File: config.mk
export PLATFORM = sky130hd
export DESIGN_NAME = ack_status_bank
export DESIGN_NICKNAME = d
export VERILOG_FILES = /design/src/rtl/ack_pkg.sv /design/src/rtl/ack_ctrl.sv /design/src/rtl/ack_datapath.sv /design/src/rtl/ack_status_bank.sv
export SDC_FILE = /design/constraint.sdc
export NUM_CORES = 1
export LEC_CHECK = 0
export ABC_AREA = 1
export BUFFER_PORTS_ARGS = -buffer_cell sky130_fd_sc_hd__buf_2
export CAP_MARGIN = 20
export CORE_UTILIZATION = 51
export DETAILED_ROUTE_END_ITERATION = 10
export MAX_ROUTING_LAYER = met4
export PLACE_DENSITY = 0.87
export REMOVE_ABC_BUFFERS = 1
export SYNTH_ARGS = -nofsm -noshare
export SYNTH_HDL_FRONTEND = slang
export SYNTH_HIERARCHICAL = 1
export SYNTH_SLANG_ARGS = --single-unit
File: constraint.sdc
create_clock -name clk -period 2 [get_ports clk]
set_clock_uncertainty 0.15 [all_clocks]
set_input_delay 0.1 -clock clk [delete_from_list [all_inputs] [get_ports clk]]
set_output_delay 0.1 -clock clk [all_outputs]
set_load 0.005 [all_outputs]
File: src/rtl/ack_pkg.sv
package ack_pkg;
  parameter int WORD_W   = 32;
  parameter int MAX_FN_W = 8;

  typedef struct packed {
    logic                setVld;
    logic [MAX_FN_W-1:0] setFn;
    logic                clrVld;
    logic [MAX_FN_W-1:0] clrWord;
    logic [WORD_W-1:0]   clrMask;
  } ackStrobeT;
endpackage

File: src/rtl/ack_ctrl.sv
module ack_ctrl
  import ack_pkg::*;
#(
  parameter int NUM_FUNCS   = 64,
  parameter int FN_W        = 6,
  parameter int ADDR_W      = 18,
  parameter int ACK_BASE    = 'h22420,
  parameter int STATUS_ADDR = 'h22400,
  localparam int NUM_WORDS  = (NUM_FUNCS + WORD_W - 1) / WORD_W
) (
  input  logic                        clk,
  input  logic                        rstN,
  input  logic                        rcvVld,
  input  logic [FN_W-1:0]             rcvFn,
  input  logic [ADDR_W-1:0]           regAddr,
  input  logic                        regWrEn,
  input  logic [WORD_W-1:0]           regWrData,
  input  logic [NUM_WORDS*WORD_W-1:0] bankWords,
  output ackStrobeT                   strobe,
  output logic [WORD_W-1:0]           regRdData,
  output logic                        ackAny,
  output logic                        outClrVld,
  output logic [FN_W-1:0]             outClrFn
);
  localparam logic [ADDR_W-1:0] ACK_BASE_A = ADDR_W'(ACK_BASE);
  localparam logic [ADDR_W-1:0] STATUS_A   = ADDR_W'(STATUS_ADDR);

  logic [ADDR_W-1:0] wordOff;
  logic              ackHit;
  logic              statusHit;
  logic              fnInRange;

  assign wordOff   = regAddr - ACK_BASE_A;
  assign ackHit    = (regAddr >= ACK_BASE_A) && (wordOff < ADDR_W'(NUM_WORDS));
  assign statusHit = (regAddr == STATUS_A);
  assign fnInRange = (int'(rcvFn) < NUM_FUNCS);
  assign ackAny    = |bankWords;

  always_comb begin
    strobe         = '0;
    strobe.setVld  = rcvVld && fnInRange;
    strobe.setFn   = MAX_FN_W'(rcvFn);
    strobe.clrVld  = regWrEn && ackHit;
    strobe.clrWord = MAX_FN_W'(wordOff);
    strobe.clrMask = regWrData;
  end

  always_comb begin
    regRdData = '0;
    if (statusHit) begin
      regRdData[0] = ackAny;
    end else if (ackHit) begin
      for (int w = 0; w < NUM_WORDS; w++) begin
        if (int'(wordOff) == w) regRdData = bankWords[w*WORD_W +: WORD_W];
      end
    end
  end

  assign outClrVld = rcvVld && fnInRange;
  assign outClrFn  = rcvFn;


  ack_any_rise_chk: assert property (@(posedge clk) disable iff (!rstN)
    $rose(ackAny) |-> $past(rcvVld));


  out_clr_range_chk: assert property (@(posedge clk) disable iff (!rstN)
    outClrVld |-> (int'(outClrFn) < NUM_FUNCS));
endmodule

File: src/rtl/ack_datapath.sv
module ack_datapath
  import ack_pkg::*;
#(
  parameter int NUM_FUNCS  = 64,
  localparam int NUM_WORDS = (NUM_FUNCS + WORD_W - 1) / WORD_W
) (
  input  logic                        clk,
  input  logic                        rstN,
  input  ackStrobeT                   strobe,
  output logic [NUM_WORDS*WORD_W-1:0] bankWords
);
  for (genvar w = 0; w < NUM_WORDS; w++) begin : g_word
    localparam int LIVE = (NUM_FUNCS - w*WORD_W) >= WORD_W ? WORD_W
                                                            : NUM_FUNCS - w*WORD_W;
    localparam logic [WORD_W-1:0] LIVE_MASK = (LIVE == WORD_W) ? '1
                                            : WORD_W'((64'd1 << LIVE) - 64'd1);
    logic [WORD_W-1:0] setMask;
    logic [WORD_W-1:0] clrMask;
    logic [WORD_W-1:0] cur;

    always_comb begin
      setMask = '0;
      if (strobe.setVld && (int'(strobe.setFn) / WORD_W == w))
        setMask[strobe.setFn[4:0]] = 1'b1;
      clrMask = (strobe.clrVld && (int'(strobe.clrWord) == w)) ? strobe.clrMask : '0;
    end

    always_ff @(posedge clk or negedge rstN) begin
      if (!rstN) cur <= '0;
      else       cur <= ((cur & ~clrMask) | setMask) & LIVE_MASK;
    end

    assign bankWords[w*WORD_W +: WORD_W] = cur;
  end


  set_lands_chk: assert property (@(posedge clk) disable iff (!rstN)
    strobe.setVld |=> bankWords[$past(strobe.setFn)]);

  for (genvar b = 0; b < NUM_FUNCS; b++) begin : g_bit

    bit_hold_chk: assert property (@(posedge clk) disable iff (!rstN)
      (!(strobe.setVld && int'(strobe.setFn) == b) &&
       !(strobe.clrVld && int'(strobe.clrWord) == b / WORD_W && strobe.clrMask[b % WORD_W]))
      |=> $stable(bankWords[b]));

    bit_clear_chk: assert property (@(posedge clk) disable iff (!rstN)
      (strobe.clrVld && int'(strobe.clrWord) == b / WORD_W && strobe.clrMask[b % WORD_W] &&
       !(strobe.setVld && int'(strobe.setFn) == b))
      |=> !bankWords[b]);
  end
endmodule

File: src/rtl/ack_status_bank.sv
module ack_status_bank
  import ack_pkg::*;
#(
  parameter int NUM_FUNCS   = 64,
  parameter int FN_W        = 6,
  parameter int ADDR_W      = 18,
  parameter int ACK_BASE    = 'h22420,
  parameter int STATUS_ADDR = 'h22400
) (
  input  logic                 clk,
  input  logic                 rstN,
  input  logic                 rcvVld,
  input  logic [FN_W-1:0]      rcvFn,
  input  logic [ADDR_W-1:0]    regAddr,
  input  logic                 regWrEn,
  input  logic [31:0]          regWrData,
  output logic [31:0]          regRdData,
  output logic [NUM_FUNCS-1:0] ackBits,
  output logic                 ackAny,
  output logic                 outClrVld,
  output logic [FN_W-1:0]      outClrFn
);
  localparam int NUM_WORDS = (NUM_FUNCS + WORD_W - 1) / WORD_W;

  ackStrobeT                   strobe;
  logic [NUM_WORDS*WORD_W-1:0] bankWords;

  ack_ctrl #(
    .NUM_FUNCS(NUM_FUNCS), .FN_W(FN_W), .ADDR_W(ADDR_W),
    .ACK_BASE(ACK_BASE), .STATUS_ADDR(STATUS_ADDR)
  ) u_ctrl (
    .clk(clk), .rstN(rstN), .rcvVld(rcvVld), .rcvFn(rcvFn),
    .regAddr(regAddr), .regWrEn(regWrEn), .regWrData(regWrData),
    .bankWords(bankWords), .strobe(strobe), .regRdData(regRdData),
    .ackAny(ackAny), .outClrVld(outClrVld), .outClrFn(outClrFn)
  );

  ack_datapath #(.NUM_FUNCS(NUM_FUNCS)) u_dp (
    .clk(clk), .rstN(rstN), .strobe(strobe), .bankWords(bankWords)
  );

  assign ackBits = bankWords[NUM_FUNCS-1:0];


  reset_clear_chk: assert property (@(posedge clk)
    $rose(rstN) |-> (ackBits == '0));
endmodule

* Word level (Yosys, flattened, before mapping)
Index checks and enable logic that the tools add are counted.
Cells by class: mux-type cells 11, $add $sub $neg 1, $lt $le $gt $ge 4, bitwise gates (word level) 6, reductions and logical operators 11, equal/unequal tests 3
Operator list (number):
- $mux W32 | 7
- $and A32 B32 Y32 | 2
- $not A32 Y32 | 2
- $or A32 B32 Y32 | 2
- $reduce_or A64 Y1 | 1
- $logic_not A32 Y1 | 1
- $mux W31 | 1
- $eq A18 B18 Y1 const B | 1
- $eq A18 B2 Y1 const B | 1
- $ge A18 B18 Y1 const B | 1
- $logic_not A18 Y1 | 1
- $lt A18 B2 Y1 const B | 1
- $sub A18 B18 Y18 const B | 1
- $eq A8 B2 Y1 const B | 1
- $logic_not A8 Y1 | 1
- $logic_and A1 B1 Y1 | 7
- $lt A5 B6 Y1 const B | 1
- $demux W1 S5 | 1
- $ge A5 B1 Y1 const B | 1
- $mux W1 | 2
Storage, ports and cells: input bits 60, register bits after elaboration 64, logic and storage cells 38

* Depth between registers and ports, before layout
depth after elaboration 9, depth in mapped cells 16, depth with buffers taken out 15

* Modules after synthesis
The synthesis kept the hierarchy.
Modules (own cells, without submodules):
- ack_datapath | cells an instance 403, sequential area each 1601.5 um2, times used 1, area an instance 3093.0 um2
- ack_ctrl | cells an instance 276, sequential area each 0.0 um2, times used 1, area an instance 1493.9 um2

* Worst setup path before layout
Ideal clock, no wire load.
kind input to register, start input regAddr[5], end register u_dp.g_word[0].cur[2], arrival time 1.673 ns, setup slack 0.060 ns, library setup time 0.117 ns, cell stages on the path 14, cells stage by stage inv_1 ha_1 nand3_1 nor2_1 nand3_1 nor2_2 nand2_2 nor3b_1 inv_1 nor2_2 clkbuf_4 nand3_1 nand2_1 nand2_1
RTL lines:
- start, declared | line ack_status_bank.sv:14 | input logic [ADDR_W-1:0] regAddr,
- end signal, assigned | line ack_datapath.sv:30 | else cur <= ((cur & ~clrMask) | setMask) & LIVE_MASK;
- end, declared | line ack_datapath.sv:19 | logic [WORD_W-1:0] cur;

* Worst setup path in the final report
start register u_dp.g_word[0].cur[14], end output ackAny
On the way: cells in the longest elaborated chain, start to end 1
RTL lines:
- $reduce_or A64 Y1 | line ack_ctrl.sv:37 | assign ackAny = |bankWords;
- end, declared | line ack_status_bank.sv:19 | output logic ackAny,
Every way passes these cells.

==> flow_summary.yaml <==
power:
  combPwrFrac_pct: 22.7
  switchingPower_mw: 1.04
  p_per_area_mw_per_mm2: 541
  power.share.clock_pct: 30.9
  finalPower_mw: 3.28
  p_leak_nw: 3.40
  peakVddDrop_mv: 0.450
  swShare_pct: 31.6
  seqPwrFrac_pct: 46.4
  p_int_mw: 2.24
placement:
  dpl_cell_area_mm2: 0.00505
  dp_cells: 884
  numPortBuffers: 163
  place_hpwl_mm: 9.10
  place_congestion: 0.906
critical_path:
  crit_path_end_kind: "output port"
  worst-setup-path-type: "flip-flop to output port"
  crit_slowest_cell: "dfrtp_1"
  critical_path_required_ps: 1750
  path_cells: "nor4_1 > nand3b_1 > nor2_1 > nand2_2 > buf_4 > buf_2"
  critical_path.max_stage_delay_ps: 420
  crit_arrival_ps: 1820
  path_max_fanout: 4
  start_kind: "flip-flop"
global_routing:
  grt_max_degree: 65
  grt_pass1_wl_mm: 22.3
  grt_usage_pct: 30.1
  grt_pass1_vias: 4702
  grt-ovfl-total: 0
  antenna_found_initial: 0
synthesis:
  avgSynthCellArea_um2: 6.76
  ys_ff_latch: 64
  synth_xor_area_share_pct: 0
  synthAdderAreaFrac_pct: 0.273
  syn_area_mm2: 0.00459
  yosys_warnings: 6
  synthSimpleGateAreaFrac_pct: 47.1
  ys_types: 26
  synth-compound-area-share_pct: 0.409
  syn_inst: 679
  ys_seq_area_share_pct: 34.9
  synth_top_family_by_area: "simple AND/OR/NAND/NOR gates"
  synthMuxAreaShare_pct: 0
detailed_routing:
  vias: 5374
  wl_per_cell_um: 16.2
  wl_mm: 15.6
  first_pass_iters: 6
  vias_per_cell: 5.59
  drcViolationCount: 0
  final_antenna_net_count: 0
  dr.first_iter.drc_count: 517
timing:
  finalHoldViolations: 0
  fin_crit_ps: 2070
  layout_setup_ws_ps: -71.0
  min_period_over_period_pct: 104
  drv_slew: 0
  holdWs_ps: 133
  fmax_ghz: 0.483
  rsz0062_at_grt: "yes"
  final-setup-viol-count: 2
final_layout:
  regMostFlops: "u_dp/g_word.cur"
  stdcell_count: 962
  syn2layout_area_growth_pct: 32.2
  nets: 911
  layout_commonest_cell: "nand2_1"
  diodes: 0
  final_cell_mix: "nand2_1 (247), buf_2 (161), nand3_1 (134)"
  largest_reg_flops: 64
  reg_top3: "u_dp/g_word.cur: 64 flops"
  layout-drive-gt1-share_pct: 32.4
  stdcell_area_mm2: 0.00606
  utilization_pct: 69.5
clock_tree:
  clockBufferDepth: 2
  htree_levels: 3
  cts-root-buf: "clkbuf_8"
  cts_tree: "yes"
  clock_insertion_delay_worst_skew_ps: 340
  cts.clk_slew.worst_paths_ps: 80
  numCtsBuffers: 9
  cts_sinks: 64
die:
  dieArea_mm2: 0.00938
  fp.dieH_um: 96.8
  core.rowCount: 34
  die_w_um: 96.8
  io_pins: 164
  core_mm2: 0.00872
  start_util_pct: 52.6
job:
  cap_violations: 0
outcome:
  status: "finished with violations"
  violations: "negative setup slack"
min_path:
  min_path_type: "input port to flip-flop"
critical path, delay by kind of cell (launching register included):
family,cells,cell delay (ps)
buffers and inverters,2,260
flip-flops,1,420
AND/OR/NAND/NOR,4,810
metrics by stage:
stage / TNS [ps] / setup slack, ps
6_report: -138 / -71.0
5_1_grt: -1200 / -154
4_1_cts: 0 / 5.26
3_5_place_dp: -11700 / -231
3_3_place_gp: -8970 / -153
2_1_floorplan: -15930 / -331
cells in the mapped netlist (all sizes together):
cell type  instances  area, µm²
nand3            150        751
nor2              74        333
nor4               8       50.1
nand2            258        981
nand4              3       18.8
nand3b             1       7.51
conb               1       3.75
nor3               2       10.0
inv               29        109
nor3b              1       7.51
buf               78        642
ha                 1       12.5
clkbuf             6       41.3
dfrtp             64       1600
o21ai              2       10.0
a21oi              1       8.76
metal layers:
| metal | vias to the layer above | track usage (%) | wire (µm) |
|---|---|---|---|
| li1 | 2464 | - | - |
| met3 | 44 | 4.70 | 1690 |
| met4 | 0 | 10.6 | 388 |
| met5 | - | - | 0 |
| met1 | 2453 | 37.5 | 6070 |
| met2 | 413 | 49.6 | 7470 |
logic make-up after synthesis:
group	Yosys count
other	1
AOI/OAI and AO/OA	3
buffers and inverters	113
and+or+nand+nor	497
DFF	64
adders and majority gates	1
final timing paths:
path | endpoint | cells after the start | slack (ps) | from
setup / recovery | ackAny | 6 | -70 | u_dp/g_word[0].cur[14]
hold / removal | u_dp/g_word[0].cur[17] | 5 | 130 | rcvFn[4]
setup reg to reg | u_dp/g_word[0].cur[3] | 3 | 1050 | u_dp/g_word[0].cur[3]
hold reg to reg | u_dp/g_word[1].cur[7] | 2 | 370 | u_dp/g_word[1].cur[7]
max in group asynchronous | u_dp/g_word[0].cur[31] | 3 | 1250 | rstN
min in group asynchronous | u_dp/g_word[1].cur[24] | 3 | 150 | rstN
power groups by stage:
stage	registers (mW)	logic (mW)	clock network [mW]
3_5_place_dp	1.55	0.577	0
4_1_cts	1.52	0.662	1.01
5_1_grt	1.54	0.818	1.07
3_3_place_gp	1.54	0.564	0
6_report	1.52	0.745	1.01
2_1_floorplan	1.53	0.242	0
area by class of cell:
type                    instances  area (µm²)
multi-input cells             503        2350
well taps                     108         135
fillers                       716        2660
clock inverters                 3        17.5
inverters                      29         109
flip-flops and latches         64        1600
repair buffers                243        1700
clock buffers                  12         155
what timing repair did:
action                                  4_1_cts  5_1_grt
pin swaps                                     5       22
resized for setup                             5       34
gates cloned                                  0        7
endpoints found under the setup margin        1       91
buffers inserted                              8       15
hold buffers                                 33        0
hold endpoints to repair                    128        0
Power figures use the tool's default switching activity.
